File: src/rtl/fence_dec_pkg.sv
package fence_dec_pkg;
  localparam int INSTR_W  = 32;
  localparam int SET_W    = 4;
  localparam int FM_W     = 4;
  localparam int RW_W     = 2;
  localparam int CLASS_W  = 4;
  localparam int OPC_W    = 7;
  localparam int F3_W     = 3;
  localparam int FM_LSB   = 28;
  localparam int PRED_LSB = 24;
  localparam int SUCC_LSB = 20;
  localparam int F3_LSB   = 12;

  localparam logic [OPC_W-1:0] OPC_MEMORD = 7'b0001111;
  localparam logic [F3_W-1:0]  F3_FENCE   = 3'b000;
  localparam logic [FM_W-1:0]  FM_TSO     = 4'b1000;
  localparam logic [SET_W-1:0] SET_TSO    = 4'b0011;

  // set bit indices (I,O,R,W from MSB)
  localparam int BIT_I = 3;
  localparam int BIT_O = 2;
  localparam int BIT_R = 1;
  localparam int BIT_W = 0;

  typedef enum logic [CLASS_W-1:0] {
    FC_NONE  = 4'd0,
    FC_R_R   = 4'd1,
    FC_R_W   = 4'd2,
    FC_R_RW  = 4'd3,
    FC_W_R   = 4'd4,
    FC_W_W   = 4'd5,
    FC_W_RW  = 4'd6,
    FC_RW_R  = 4'd7,
    FC_RW_W  = 4'd8,
    FC_RW_RW = 4'd9,
    FC_TSO   = 4'd10
  } fclass_e;

  typedef struct packed {
    logic    barrier;
    logic    nop;
    logic    tso;
    fclass_e cls;
  } fresult_t;
endpackage

File: src/rtl/fence_field_split.sv
module fence_field_split
  import fence_dec_pkg::*;
(
  input  logic [INSTR_W-1:0] instr,
  output logic               is_fence,
  output logic               is_tso,
  output logic [SET_W-1:0]   pred_set,
  output logic [SET_W-1:0]   succ_set
);
  logic [FM_W-1:0]  fm;
  logic [OPC_W-1:0] opc;
  logic [F3_W-1:0]  f3;

  always_comb begin
    fm       = instr[FM_LSB +: FM_W];
    pred_set = instr[PRED_LSB +: SET_W];
    succ_set = instr[SUCC_LSB +: SET_W];
    opc      = instr[OPC_W-1:0];
    f3       = instr[F3_LSB +: F3_W];
    is_fence = (opc == OPC_MEMORD) && (f3 == F3_FENCE);
    // register fields are deliberately not examined
    is_tso   = is_fence && (fm == FM_TSO) &&
               (pred_set == SET_TSO) && (succ_set == SET_TSO);
  end
endmodule

File: src/rtl/fence_set_fold.sv
module fence_set_fold
  import fence_dec_pkg::*;
#(
  parameter bit FOLD_EN = 1'b1
) (
  input  logic [SET_W-1:0] set_in,
  input  logic             fiom,
  output logic [RW_W-1:0]  rw_out
);
  generate
    if (FOLD_EN) begin : g_fold
      always_comb begin
        rw_out[1] = set_in[BIT_R] | (fiom & set_in[BIT_I]);
        rw_out[0] = set_in[BIT_W] | (fiom & set_in[BIT_O]);
      end
    end else begin : g_nofold
      logic unused_fold;
      always_comb begin
        rw_out      = {set_in[BIT_R], set_in[BIT_W]};
        unused_fold = fiom ^ set_in[BIT_I] ^ set_in[BIT_O];
      end
    end
  endgenerate
endmodule

File: src/rtl/fence_class_enc.sv
module fence_class_enc
  import fence_dec_pkg::*;
(
  input  logic [RW_W-1:0] pred_rw,
  input  logic [RW_W-1:0] succ_rw,
  input  logic            tso,
  output fresult_t        res
);
  function automatic logic [CLASS_W-1:0] side_rank(input logic [RW_W-1:0] rw);
    case (rw)
      2'b10:   side_rank = 4'd0;
      2'b01:   side_rank = 4'd1;
      default: side_rank = 4'd2;
    endcase
  endfunction

  logic                 empty;
  logic [CLASS_W-1:0]   code;

  always_comb begin
    empty = (pred_rw == '0) || (succ_rw == '0);
    code  = 4'd1 + 4'd3 * side_rank(pred_rw) + side_rank(succ_rw);
    res   = '0;
    if (tso) begin
      res.barrier = 1'b1;
      res.tso     = 1'b1;
      res.cls     = FC_TSO;
    end else if (empty) begin
      res.nop     = 1'b1;
      res.cls     = FC_NONE;
    end else begin
      res.barrier = 1'b1;
      res.cls     = fclass_e'(code);
    end
  end
endmodule

File: src/rtl/fence_order_dec.sv
module fence_order_dec
  import fence_dec_pkg::*;
#(
  parameter bit FOLD_EN = 1'b1
) (
  input  logic               clk,
  input  logic               rst_n,
  input  logic               in_valid,
  output logic               in_ready,
  input  logic [INSTR_W-1:0] in_instr,
  input  logic               fiom_en,
  output logic               out_valid,
  output logic               out_barrier,
  output logic [CLASS_W-1:0] out_class,
  output logic               out_tso,
  output logic               out_nop
);
  localparam int NSETS = 2;

  logic                   is_fence, is_tso;
  logic [SET_W-1:0]       sets  [NSETS];
  logic [RW_W-1:0]        rw    [NSETS];
  fresult_t               dec_res, res_q;
  logic                   ready_q, valid_q, take;

  fence_field_split u_split (
    .instr    (in_instr),
    .is_fence (is_fence),
    .is_tso   (is_tso),
    .pred_set (sets[0]),
    .succ_set (sets[1])
  );

  generate
    for (genvar g = 0; g < NSETS; g++) begin : g_side
      fence_set_fold #(.FOLD_EN(FOLD_EN)) u_fold (
        .set_in (sets[g]),
        .fiom   (fiom_en),
        .rw_out (rw[g])
      );
    end
  endgenerate

  fence_class_enc u_enc (
    .pred_rw (rw[0]),
    .succ_rw (rw[1]),
    .tso     (is_tso),
    .res     (dec_res)
  );

  assign take = in_valid && ready_q && is_fence;

  always_ff @(posedge clk) begin
    if (!rst_n) begin
      ready_q <= 1'b0;
      valid_q <= 1'b0;
      res_q   <= '0;
    end else begin
      ready_q <= 1'b1;
      valid_q <= take;
      res_q   <= take ? dec_res : '0;
    end
  end

  assign in_ready    = ready_q;
  assign out_valid   = valid_q;
  assign out_barrier = res_q.barrier;
  assign out_nop     = res_q.nop;
  assign out_tso     = res_q.tso;
  assign out_class   = res_q.cls;


  lat_chk: assert property (@(posedge clk) disable iff (!rst_n)
    out_valid |-> $past(in_valid && in_ready &&
                        in_instr[OPC_W-1:0] == OPC_MEMORD &&
                        in_instr[F3_LSB +: F3_W] == F3_FENCE));

  drop_chk: assert property (@(posedge clk) disable iff (!rst_n)
    (in_valid && in_ready && in_instr[OPC_W-1:0] != OPC_MEMORD) |=> !out_valid);

  idle_chk: assert property (@(posedge clk) disable iff (!rst_n)
    !out_valid |-> (!out_barrier && !out_nop && !out_tso && out_class == '0));

  excl_chk: assert property (@(posedge clk) disable iff (!rst_n)
    out_valid |-> (out_nop != out_barrier));

  nop_cls_chk: assert property (@(posedge clk) disable iff (!rst_n)
    out_nop |-> (out_class == FC_NONE));

  tso_chk: assert property (@(posedge clk) disable iff (!rst_n)
    out_tso |-> (out_barrier && out_class == FC_TSO));

  range_chk: assert property (@(posedge clk) disable iff (!rst_n)
    (out_barrier && !out_tso) |-> (out_class >= 4'd1 && out_class <= 4'd9));
endmodule

File: config.mk
export PLATFORM = sky130hd
export DESIGN_NAME = fence_order_dec
export DESIGN_NICKNAME = d
export VERILOG_FILES = /design/src/rtl/fence_dec_pkg.sv /design/src/rtl/fence_field_split.sv /design/src/rtl/fence_set_fold.sv /design/src/rtl/fence_class_enc.sv /design/src/rtl/fence_order_dec.sv
export SDC_FILE = /design/constraint.sdc
export NUM_CORES = 1
export LEC_CHECK = 0
export BUFFER_PORTS_ARGS = -buffer_cell sky130_fd_sc_hd__buf_2
export CELL_PAD_IN_SITES_DETAIL_PLACEMENT = 2
export CELL_PAD_IN_SITES_GLOBAL_PLACEMENT = 2
export CORE_MARGIN = 10
export CORE_UTILIZATION = 21
export CTS_BUF_LIST = sky130_fd_sc_hd__clkbuf_16
export DETAILED_ROUTE_END_ITERATION = 8
export PLACE_DENSITY = 0.79
export SLEW_MARGIN = 25
export SYNTH_ARGS = -nofsm -noshare
export SYNTH_HDL_FRONTEND = slang
export SYNTH_HIERARCHICAL = 1
export SYNTH_SLANG_ARGS = --single-unit
File: constraint.sdc
create_clock -name clk -period 3.21 [get_ports clk]
set_clock_uncertainty 0.05 [all_clocks]
set_input_delay 0.963 -clock clk [delete_from_list [all_inputs] [get_ports clk]]
set_output_delay 0.963 -clock clk [all_outputs]
set_load 0.01 [all_outputs]
**Word level (Yosys, flattened, before mapping)**

Index checks and enable logic that the tools add are counted.

- Equality and inequality tests: 8
- Reduce and logical (&&, ||, !) cells: 13
- Muxes and demuxes: 9
- Add/subtract/negate cells: 2
- Bitwise logic cells: 10
- Multipliers: 1

Operators with widths:

| kind | count |
|---|---|
| 4-bit by 2-bit equality test with 1-bit output, second input constant | 2 |
| 4-bit 2-to-1 mux | 2 |
| 2-bit case mux with 2 select lines | 2 |
| 7-bit by 4-bit equality test with 1-bit output, second input constant | 1 |
| 1-bit logical AND | 6 |
| 1-bit 2-to-1 mux | 5 |
| 1-bit by 4-bit adder with 4-bit output, first input constant | 1 |
| 4-bit by 2-bit adder with 4-bit output | 1 |
| 1-bit bitwise AND | 4 |
| 2-bit by 1-bit equality test with 1-bit output, second input constant | 2 |
| 2-bit equality test, second input constant | 2 |
| 4-bit equality test, second input constant | 1 |
| 2-bit logical NOT | 2 |
| 2-bit by 2-bit multiplier with 4-bit output, first input constant | 1 |
| 1-bit OR | 4 |
| 4-bit OR reduction | 1 |
| 3-bit logical NOT | 1 |
| 3-bit OR reduction | 1 |
| 1-bit NOT | 2 |
| 2-bit AND reduction | 1 |
| 1-bit logical OR | 1 |

- Word-level logic and storage cells: 50
- Flip-flop bits (word level): 9
- Output and inout port bits: 9
- Input port bits: 36

**Logic depth before layout (Yosys ltp)**

Gate-level depths: netlist (run 1).

- Word-level depth: 9
- Mapped depth: 11
- Gate-level depth less buffers: 10

**Cells and area by module**

The synthesis (run 1) kept the hierarchy.

Modules (own cells, without submodules):

| module | area an instance (µm²) | seq. area each (µm²) | cells each | times used |
|---|---|---|---|---|
| fence_order_dec | 261.5 | 180.2 | 18 | 1 |
| fence_class_enc | 251.5 | 0.0 | 30 | 1 |
| fence_field_split | 130.1 | 0.0 | 19 | 1 |
| fence_set_fold | 15.0 | 0.0 | 2 | 2 |

**Worst setup path before layout (run 1)**

Ideal clock, no wire load.

- Kind: input to register
- From: input port in_instr[22]
- To: register res_q, in the netlist out_class[3]
- Stages: 11
- Arrival time: 2677 ps
- Path buffers: 1
- Library setup time: 113 ps
- Required time: 3047 ps
- Path slack: 370 ps
- Path through: buf_4 > a21o_1 > inv_1 > ha_1 > inv_1 > ha_1 > a21o_1 > ha_1 > nor3b_1 > a221o_1 > and2_4

RTL lines:

| element | line | text |
|---|---|---|
| from (decl) | fence_order_dec.sv:10 | `input logic [INSTR_W-1:0] in_instr,` |
| to (signal assigned) | fence_order_dec.sv:61 | `res_q <= take ? dec_res : '0;` |
| to (decl) | fence_order_dec.sv:23 | `fresult_t dec_res, res_q;` |

==> results.toml, run 1 <==
[floorplanning]
rows = 20
die_h_um = 76.62
ios = 45
die_x_um = 76.62
coreArea_sq_um = 3053
start_util_pct = 22.05
dieArea_sq_um = 5870

[yosys]
synth_commonest_cells = "9 x buf_4, 9 x dfxtp_1, 9 x ha_1"
netlist_instances = 71
yosys-top-cells-area = "dfxtp_1 27%, ha_1 17%, buf_4 10%, and2_4 9.1%, a21o_1 6.7%"
synth_area_leader_cell = "dfxtp_1"
ys.flop_type = "dfxtp_1"
synth_top_family_by_area = "simple AND/OR/NAND/NOR gates"
synth_top_area_share_pct = 26.77
yosysSeqAreaShare_pct = 26.77
syn_avg_cell_area_sq_um = 9.481
synth_xor_area_share_pct = 1.301
yosys_warnings = 6
ys_types = 21
synth_edf_count = 0
synth-simple-area-share_pct = 26.58
synth_fa_ha_area_share_pct = 19.70
syn_area_sq_um = 673.1
synth_mux_area_share_pct = 0
synth_compound_area_share_pct = 9.480
async_flop_share_pct = 0
synth_nets = 117
synth_seq_cells = 9

[cells_and_area]
areaGrowthSynthToFinish_pct = 33.46
final_layout_size_suffix_gt1_share_pct = 49.49
antenna_cells = 0
nets = 146
finalInstanceArea_sq_um = 898.4
n_fill_cell = 358

[sta]
worst_pin_slew_ns = 0.6053
hold_viol = 0
min_period_over_period_pct = 86.63
whs_ns = 0.5749
grt_setup_unrepaired = "no"
maxSlewHeadroom_pct = 59.31
setup_viol_count_final = 0
final_max_slew_viol_count = 0
fmax_ghz = 0.3596
tns_ns = 0
fin_crit_ns = 2.781

[clock_tree]
clk_pin_slew_worst_paths_ns = 0.04
clockRootBuffer = "clkbuf_16"
postCtsSetupBuffers = 0
clkLatencyLatePin_ns = 0.23
clock_sinks = 9
cts_buffers = 3
post_cts_resize_count = 0
tritoncts = "yes"
cts_buffer_depth = 2
htree_num_levels = 1
ctsHoldBuffers = 0

[drt]
wl_per_cell_um = 15.04
drc = 0
ant_nets = 0
drtIter0Drc = 4
wirelength_mm = 2.151
firstDrtPassIters = 2
viasPerCell = 4.182
via_count = 598

[critical_path]
cp.arrival_ns = 2.91
worstSetupStartpoint = "fiom_en"
start_kind = "input port"
required_ns = 3.34
ff2ff_path_depth = 2
r2r_end = "out_barrier"
setup.worst_path.end_class = "register"
worstSetupPathType = "input port to register"
reg2reg_from = "in_ready"
worstPathMaxFanout = 4
critPathCapture = "out_class[2]"
r2r_setup_slack_ns = 2.25

[pwr]
irDropWorstVdd_v = 0.0001192
power_mw = 0.4106
power_density_nw_per_um2 = 457.1
power_leakage_nw = 0.4930

[grt]
grt-ovfl-total = 0
grt_max_degree = 9
grt_pass1_wl_mm = 3.456
antenna_found_initial = 0
first_global_vias = 714
grtUsageTotal_pct = 7.449

[place]
numPortBuffers = 34
place_congestion = 0.7083
placed_area_sq_um = 819.5
place_hpwl_mm = 1.906

[flow_run]
max-cap-violations = 0

[status]
status = "completed"

[hold_path]
hp-class = "register to register"
worst max-delay path, stage by stage:
cell and delay (ns):
buf_2 0.12, a21o_1 0.14, inv_1 0.05, ha_1 0.27, inv_1 0.04, ha_1 0.33, fa_1 0.47, xnor2_1 0.15
nor4_1 0.19, and2_4 0.18
layout make-up:
class,count,area [sq um],share of cell area [%]
Sequential cell,9,180.2,20.06
Clock buffer,3,75.07,8.357
Multi-Input combinational cell,44,384.1,42.76
Timing Repair Buffer,34,170.2,18.94
Tap cell,44,55.05,6.128
Inverter,8,30.03,3.343
Clock inverter,1,3.754,0.4178
through the flow:
| stage | instances | setup slack, ns | utilization, % |
|---|---|---|---|
| floorplan | 71 | 0.3705 | - |
| global placement | 139 | 0.2420 | 26.84 |
| detailed placement | 139 | 0.1272 | 26.84 |
| CTS | 143 | 0.3702 | 29.43 |
| global route | 143 | 0.2850 | 29.43 |
| finish | 143 | 0.4291 | 29.43 |
placed cells by master, fill, tap and decap left out:
cell type  Yosys  routed
nor4b_1        2       2
nand4_1        1       1
inv_1          8       9
buf_2          0      34
nor4_2         2       2
fa_1           1       1
nor2_2         1       1
ha_1           9       9
xnor2_1        1       1
a21o_2         1       1
nor3b_1        1       1
nand3_1        3       3
nor4_1         1       1
and2_4         7       7
dfxtp_1        9       9
a221o_1        1       1
clkbuf_16      0       3
a21o_1         6       6
nor2_1         5       5
or2_2          1       1
and4_1         1       1
cell families after synthesis:
family / Yosys count
adders and majority gates: 10
and+or+nand+nor: 25
buffers and inverters: 18
DFF: 9
xor gates and xnor gates: 1
AOI/OAI and AO/OA: 8
flip-flops by register name (all words and copies together) (netlist names):
register and flops:
in_ready 1, out_class 4, out_tso 1, out_valid 1, out_barrier 1, out_nop 1
per-layer routing:
metal	vias up	part of all wire, %	global-route usage (%)
met4	0	1.1	3.346
li1	286	-	-
met5	-	0	0
met2	20	58	14.71
met1	290	35	6.387
met3	2	5.9	2.830
where the power goes:
| group | switching [mW] | total (mW) | internal (mW) |
|---|---|---|---|
| Combinational | 0.0395 | 0.0828 | 0.0433 |
| Sequential | 0.000272 | 0.113 | 0.113 |
| Clock | 0.0520 | 0.214 | 0.162 |
| Total | 0.0917 | 0.411 | 0.319 |
worst min path at each step:
stage,startpoint,end,cells past startpoint
4_1_cts,in_ready,out_valid,1
2_1_floorplan,in_ready,out_valid,2
6_report,in_ready,out_valid,1
3_3_place_gp,in_ready,out_valid,1
3_5_place_dp,in_ready,out_valid,1
5_1_grt,in_ready,out_valid,1
Power figures use the tool's default switching activity.
==> run 2: changes to the inputs <==
CORE_MARGIN = not set   (was 10)
==> run 2 against run 1 <==
- combinational power fell by 2.8%
- wire length fell by 21%
- utilization did not move
- global-route usage rose by 3.6 points
- power fell by 0.19%
- largest power group unchanged
- highest routed layer unchanged
==> results.toml, run 2 (synthesized netlist as in run 1, its figures left out) <==
[status]
status = "completed"

[cells_and_area]
n_fill_cell = 361
nets = 146
layout_common_cells = "34 x buf_2, 9 x inv_1, 9 x dfxtp_1, 9 x ha_1, 7 x and2_4"
areaGrowthSynthToFinish_pct = 33.46
layout_commonest_cell = "buf_2"
largest_reg_flops = 4
antenna_cells = 0
post-route-util_pct = 29.43
final_layout_size_suffix_gt1_share_pct = 49.49
top_register = "out_class"

[critical_path]
crit_slowest_cell = "a221o_1"
cpMostUsedCell = "ha_1"
cpPeakStageDelay_ns = 0.32
r2r_setup_slack_ns = 2.27
reg2reg_from = "in_ready"
worstPathMaxFanout = 4
worstSetupPathType = "input port to register"
path_cells = "buf_2 -> a21o_1 -> inv_1 -> ha_1 -> inv_1 -> ha_1 -> a21o_1 -> ha_1 -> nor3b_1 -> a221o_1 -> and2_4"
critPathCapture = "out_class[3]"
required_ns = 3.29
start_kind = "input port"
setup.worst_path.end_class = "register"
worst-path-buf-inv = 3
worstSetupStartpoint = "fiom_en"
r2r_end = "out_class[2]"
crit_family = "adder cells"
path_depth = 11
ff2ff_path_depth = 2
cp.arrival_ns = 2.81

[drt]
wirelength_mm = 1.708
drtIter0Drc = 9
firstDrtPassIters = 3
dr_wl_met3_um = 74
top_layer = "met4"
wl_met2_um = 945
ant_nets = 0
met1_length_um = 653
wl_per_cell_um = 11.94
via_count = 585
viasPerCell = 4.091
drc = 0

[floorplanning]
die_x_um = 58.62
rows = 20
coreArea_sq_um = 3053
ios = 45
dieArea_sq_um = 3436
die_h_um = 58.62
start_util_pct = 22.05

[hold_path]
hp-class = "register to register"

[place]
numPortBuffers = 34
place_congestion = 0.7385
place_ws_ns = 0.2088
place_hpwl_mm = 1.458

[grt]
antenna_found_initial = 0
grt_max_degree = 9
grt-ovfl-total = 0
first_global_vias = 664
grt_pass1_wl_mm = 2.794
grtUsageTotal_pct = 11.01

[clock_tree]
postCtsSetupBuffers = 0
cts_buffer_depth = 2
clk_pin_slew_worst_paths_ns = 0.04
ctsHoldBuffers = 0
clockRootBuffer = "clkbuf_16"
clkLatencyLatePin_ns = 0.23
cts_buffers = 3
htree_num_levels = 1
tritoncts = "yes"
post_cts_resize_count = 0
clock_sinks = 9

[sta]
layout_setup_ws_ns = 0.4783
fin_crit_ns = 2.732
setup_viol_count_final = 0
maxSlewHeadroom_pct = 60.58
worst_pin_slew_ns = 0.5864
final_max_slew_viol_count = 0
fmax_ghz = 0.3661
grt_setup_unrepaired = "no"
tns_ns = 0
hold_viol = 0
min_period_over_period_pct = 85.10

[pwr]
power_density_nw_per_um2 = 456.2
pwr-share-clk_pct = 52.7
p_sw_share_pct = 22.29
power_mw = 0.4099
p_sw_mw = 0.09137
power_leakage_nw = 0.4930
p_int_mw = 0.3185
irDropWorstVdd_v = 0.0001169
seqPwrFrac_pct = 27.6
combPwrFrac_pct = 19.6

[flow_run]
max-cap-violations = 0
-- run 2: cell counts in the layout (fill, tap and decap cells not counted) --
No cell type changed its count.
-- run 2: worst min path at each step --
| stage | from | end | depth (start not counted) |
|---|---|---|---|
| floorplan | in_ready | out_valid | 2 |
| global placement | in_ready | out_valid | 1 |
| detailed placement | in_ready | out_valid | 1 |
| CTS | in_ready | out_valid | 1 |
| global route | in_ready | out_valid | 1 |
| finish | in_ready | out_valid | 1 |
-- run 2: layout make-up --
| class | instances | area (sq um) | share of cell area [%] |
|---|---|---|---|
| Inverter | 8 | 30.03 | 3.343 |
| Clock buffer | 3 | 75.07 | 8.357 |
| Timing Repair Buffer | 34 | 170.2 | 18.94 |
| Multi-Input combinational cell | 44 | 384.1 | 42.76 |
| Tap cell | 44 | 55.05 | 6.128 |
| Sequential cell | 9 | 180.2 | 20.06 |
| Clock inverter | 1 | 3.754 | 0.4178 |
-- run 2: power groups by stage --
| stage | registers (mW) | clock network (mW) | logic [mW] |
|---|---|---|---|
| after detailed placement | 0.115 | 0 | 0.0820 |
| after CTS | 0.113 | 0.219 | 0.0830 |
| final | 0.113 | 0.216 | 0.0805 |
| after floorplan | 0.115 | 0 | 0.0567 |
| after global routing | 0.113 | 0.224 | 0.0914 |
| after global placement | 0.115 | 0 | 0.0764 |
-- run 2: worst register-to-register path, stage by stage, from the launching register on --
cell and delay, ns:
dfxtp_1 0.31, and4_1 0.34, and2_4 0.19
-- run 2: per-stage QoR --
stage                     area, sq um  hold slack, ns  std cells
final                           898.4          0.5641        143
after CTS                       898.4          0.5733        143
after global placement          819.5          0.5483        139
after detailed placement        819.5          0.5638        139
after floorplan                 673.1          0.5993         71
after global routing            898.4          0.5907        143
-- run 2: layer usage --
| layer | global-route usage (%) | vias up |
|---|---|---|
| li1 | - | 285 |
| met1 | 11.08 | 277 |
| met2 | 21.67 | 20 |
| met3 | 1.319 | 3 |
| met4 | 6.122 | 0 |
| met5 | 0 | - |
==> run 3: changes to the inputs <==
CORE_UTILIZATION = 19   (was 21)
PLACE_DENSITY = 0.75   (was 0.79)
clock period = 2.5 ns   (was 3.21 ns; I/O delays follow)
==> run 3 against run 2 <==
- sequential power grew 29%
- sequential share of layout area shrank 2.3 points
- clock-buffer cell count is the same
- non-clock buffer count grew 6
- critical endpoint unchanged
==> results.toml, run 3 (synthesized netlist as in run 1, its figures left out) <==
[clock_tree]
clk_pin_slew_worst_paths_ns = 0.04
tritoncts = "yes"
clockRootBuffer = "clkbuf_16"
postCtsSetupBuffers = 0
ctsHoldBuffers = 0
cts_buffers = 3
clock_sinks = 9
htree_num_levels = 1
clkLatencyLatePin_ns = 0.23
cts_buffer_depth = 2

[flow_run]
max-cap-violations = 0

[cells_and_area]
largest_reg_flops = 4
top_register = "out_class"
areaGrowthSynthToFinish_pct = 50.37
antenna_cells = 0
layout_commonest_cell = "buf_2"
layout_common_cells = "34 x buf_2, 9 x dfxtp_1, 7 x and2_4"
nets = 152
finalInstanceArea_sq_um = 1012
n_fill_cell = 418
post-route-util_pct = 30.10
final_layout_size_suffix_gt1_share_pct = 63.81

[floorplanning]
dieArea_sq_um = 3785
coreArea_sq_um = 3363
die_x_um = 61.52
rows = 21
start_util_pct = 20.01
die_h_um = 61.52
ios = 45

[sta]
grt_setup_unrepaired = "no"
tns_ns = 0
fin_crit_ns = 2.403
hold_viol = 0
layout_setup_ws_ns = 0.09659
setup_viol_count_final = 0
worst_pin_slew_ns = 0.4003
final_max_slew_viol_count = 0
maxSlewHeadroom_pct = 72.94
min_period_over_period_pct = 96.14
fmax_ghz = 0.4161

[critical_path]
ff2ff_path_depth = 2
r2r_end = "out_class[2]"
worstPathMaxFanout = 4
required_ns = 2.57
r2r_setup_slack_ns = 1.56
setup.worst_path.end_class = "register"
reg2reg_from = "in_ready"
cp.arrival_ns = 2.48
worstSetupPathType = "input port to register"
start_kind = "input port"

[pwr]
power_mw = 0.5585
power_leakage_nw = 0.5198
power_density_nw_per_um2 = 551.7
irDropWorstVdd_v = 0.0001570

[status]
status = "completed"

[grt]
antenna_found_initial = 0
grt_max_degree = 9
grt-ovfl-total = 0
grt_pass1_wl_mm = 2.663
first_global_vias = 645
grtUsageTotal_pct = 10.27

[drt]
via_count = 605
viasPerCell = 4.007
drtIter0Drc = 18
wirelength_mm = 1.870
firstDrtPassIters = 2
ant_nets = 0
drc = 0
wl_per_cell_um = 12.38

[place]
placed_area_sq_um = 899.6
place_congestion = 0.6759
place_hpwl_mm = 1.664
numPortBuffers = 34
place_ws_ns = -0.2543

[hold_path]
hold_end = "out_valid"
min_from = "in_ready"
whs_path_depth = 1
hp-class = "register to register"
run 3: final cells by class:
cell class                      instances  area, sq um  area share (%)
Timing Repair Buffer                   40        215.2           21.26
Clock inverter                          1        3.754          0.3708
Clock buffer                            3        75.07           7.417
Inverter                                8        30.03           2.967
Tap cell                               46        57.56           5.686
Multi-Input combinational cell         44        450.4           44.50
Sequential cell                         9        180.2           17.80
run 3: power by group:
| group | internal (mW) | switching, mW | total (mW) | leakage, nW |
|---|---|---|---|---|
| Clock | 0.208 | 0.0623 | 0.270 | 0.0423 |
| Combinational | 0.0794 | 0.0629 | 0.142 | 0.405 |
| Sequential | 0.145 | 0.000396 | 0.146 | 0.0728 |
| Total | 0.433 | 0.126 | 0.558 | 0.520 |
run 3: how the worst max path moves through the flow:
| stage | to | slack, ns | from | cells past startpoint |
|---|---|---|---|---|
| floorplan | out_class[3] | -0.07 | in_instr[22] | 11 |
| global placement | out_class[2] | -0.20 | fiom_en | 10 |
| detailed placement | out_class[2] | -0.25 | fiom_en | 10 |
| CTS | out_class[2] | 0.00008 | fiom_en | 12 |
| global route | out_class[3] | 0.03 | fiom_en | 11 |
| finish | out_class[3] | 0.1 | fiom_en | 11 |
run 3: per-stage QoR:
step / cells / hold slack, ns
finish: 151 / 0.5650
detailed placement: 147 / 0.5586
CTS: 151 / 0.5757
global placement: 147 / 0.5462
floorplan: 71 / 0.5993
global route: 151 / 0.5896
run 3: critical path: stages:
cell	delay, ns
buf_2	0.11
a21o_1	0.14
inv_1	0.05
ha_1	0.27
inv_2	0.05
ha_4	0.14
a21o_1	0.17
ha_4	0.21
nor3b_2	0.15
a221o_1	0.30
and2_4	0.13
run 3: repair_timing:
item | in CTS | in global routing
pin swaps | 5 | 1
setup endpoints to repair | 2 | 1
cloned | 0 | 0
gates resized for setup | 6 | 1
run 3: metal layers:
layer  part of all wire [%]  GRT usage (%)  wire length, um
met5                      0              0                0
met2                     57          20.28             1071
met4                    2.8          7.937               53
met1                     36          9.045              677
met3                    3.6          1.681               68
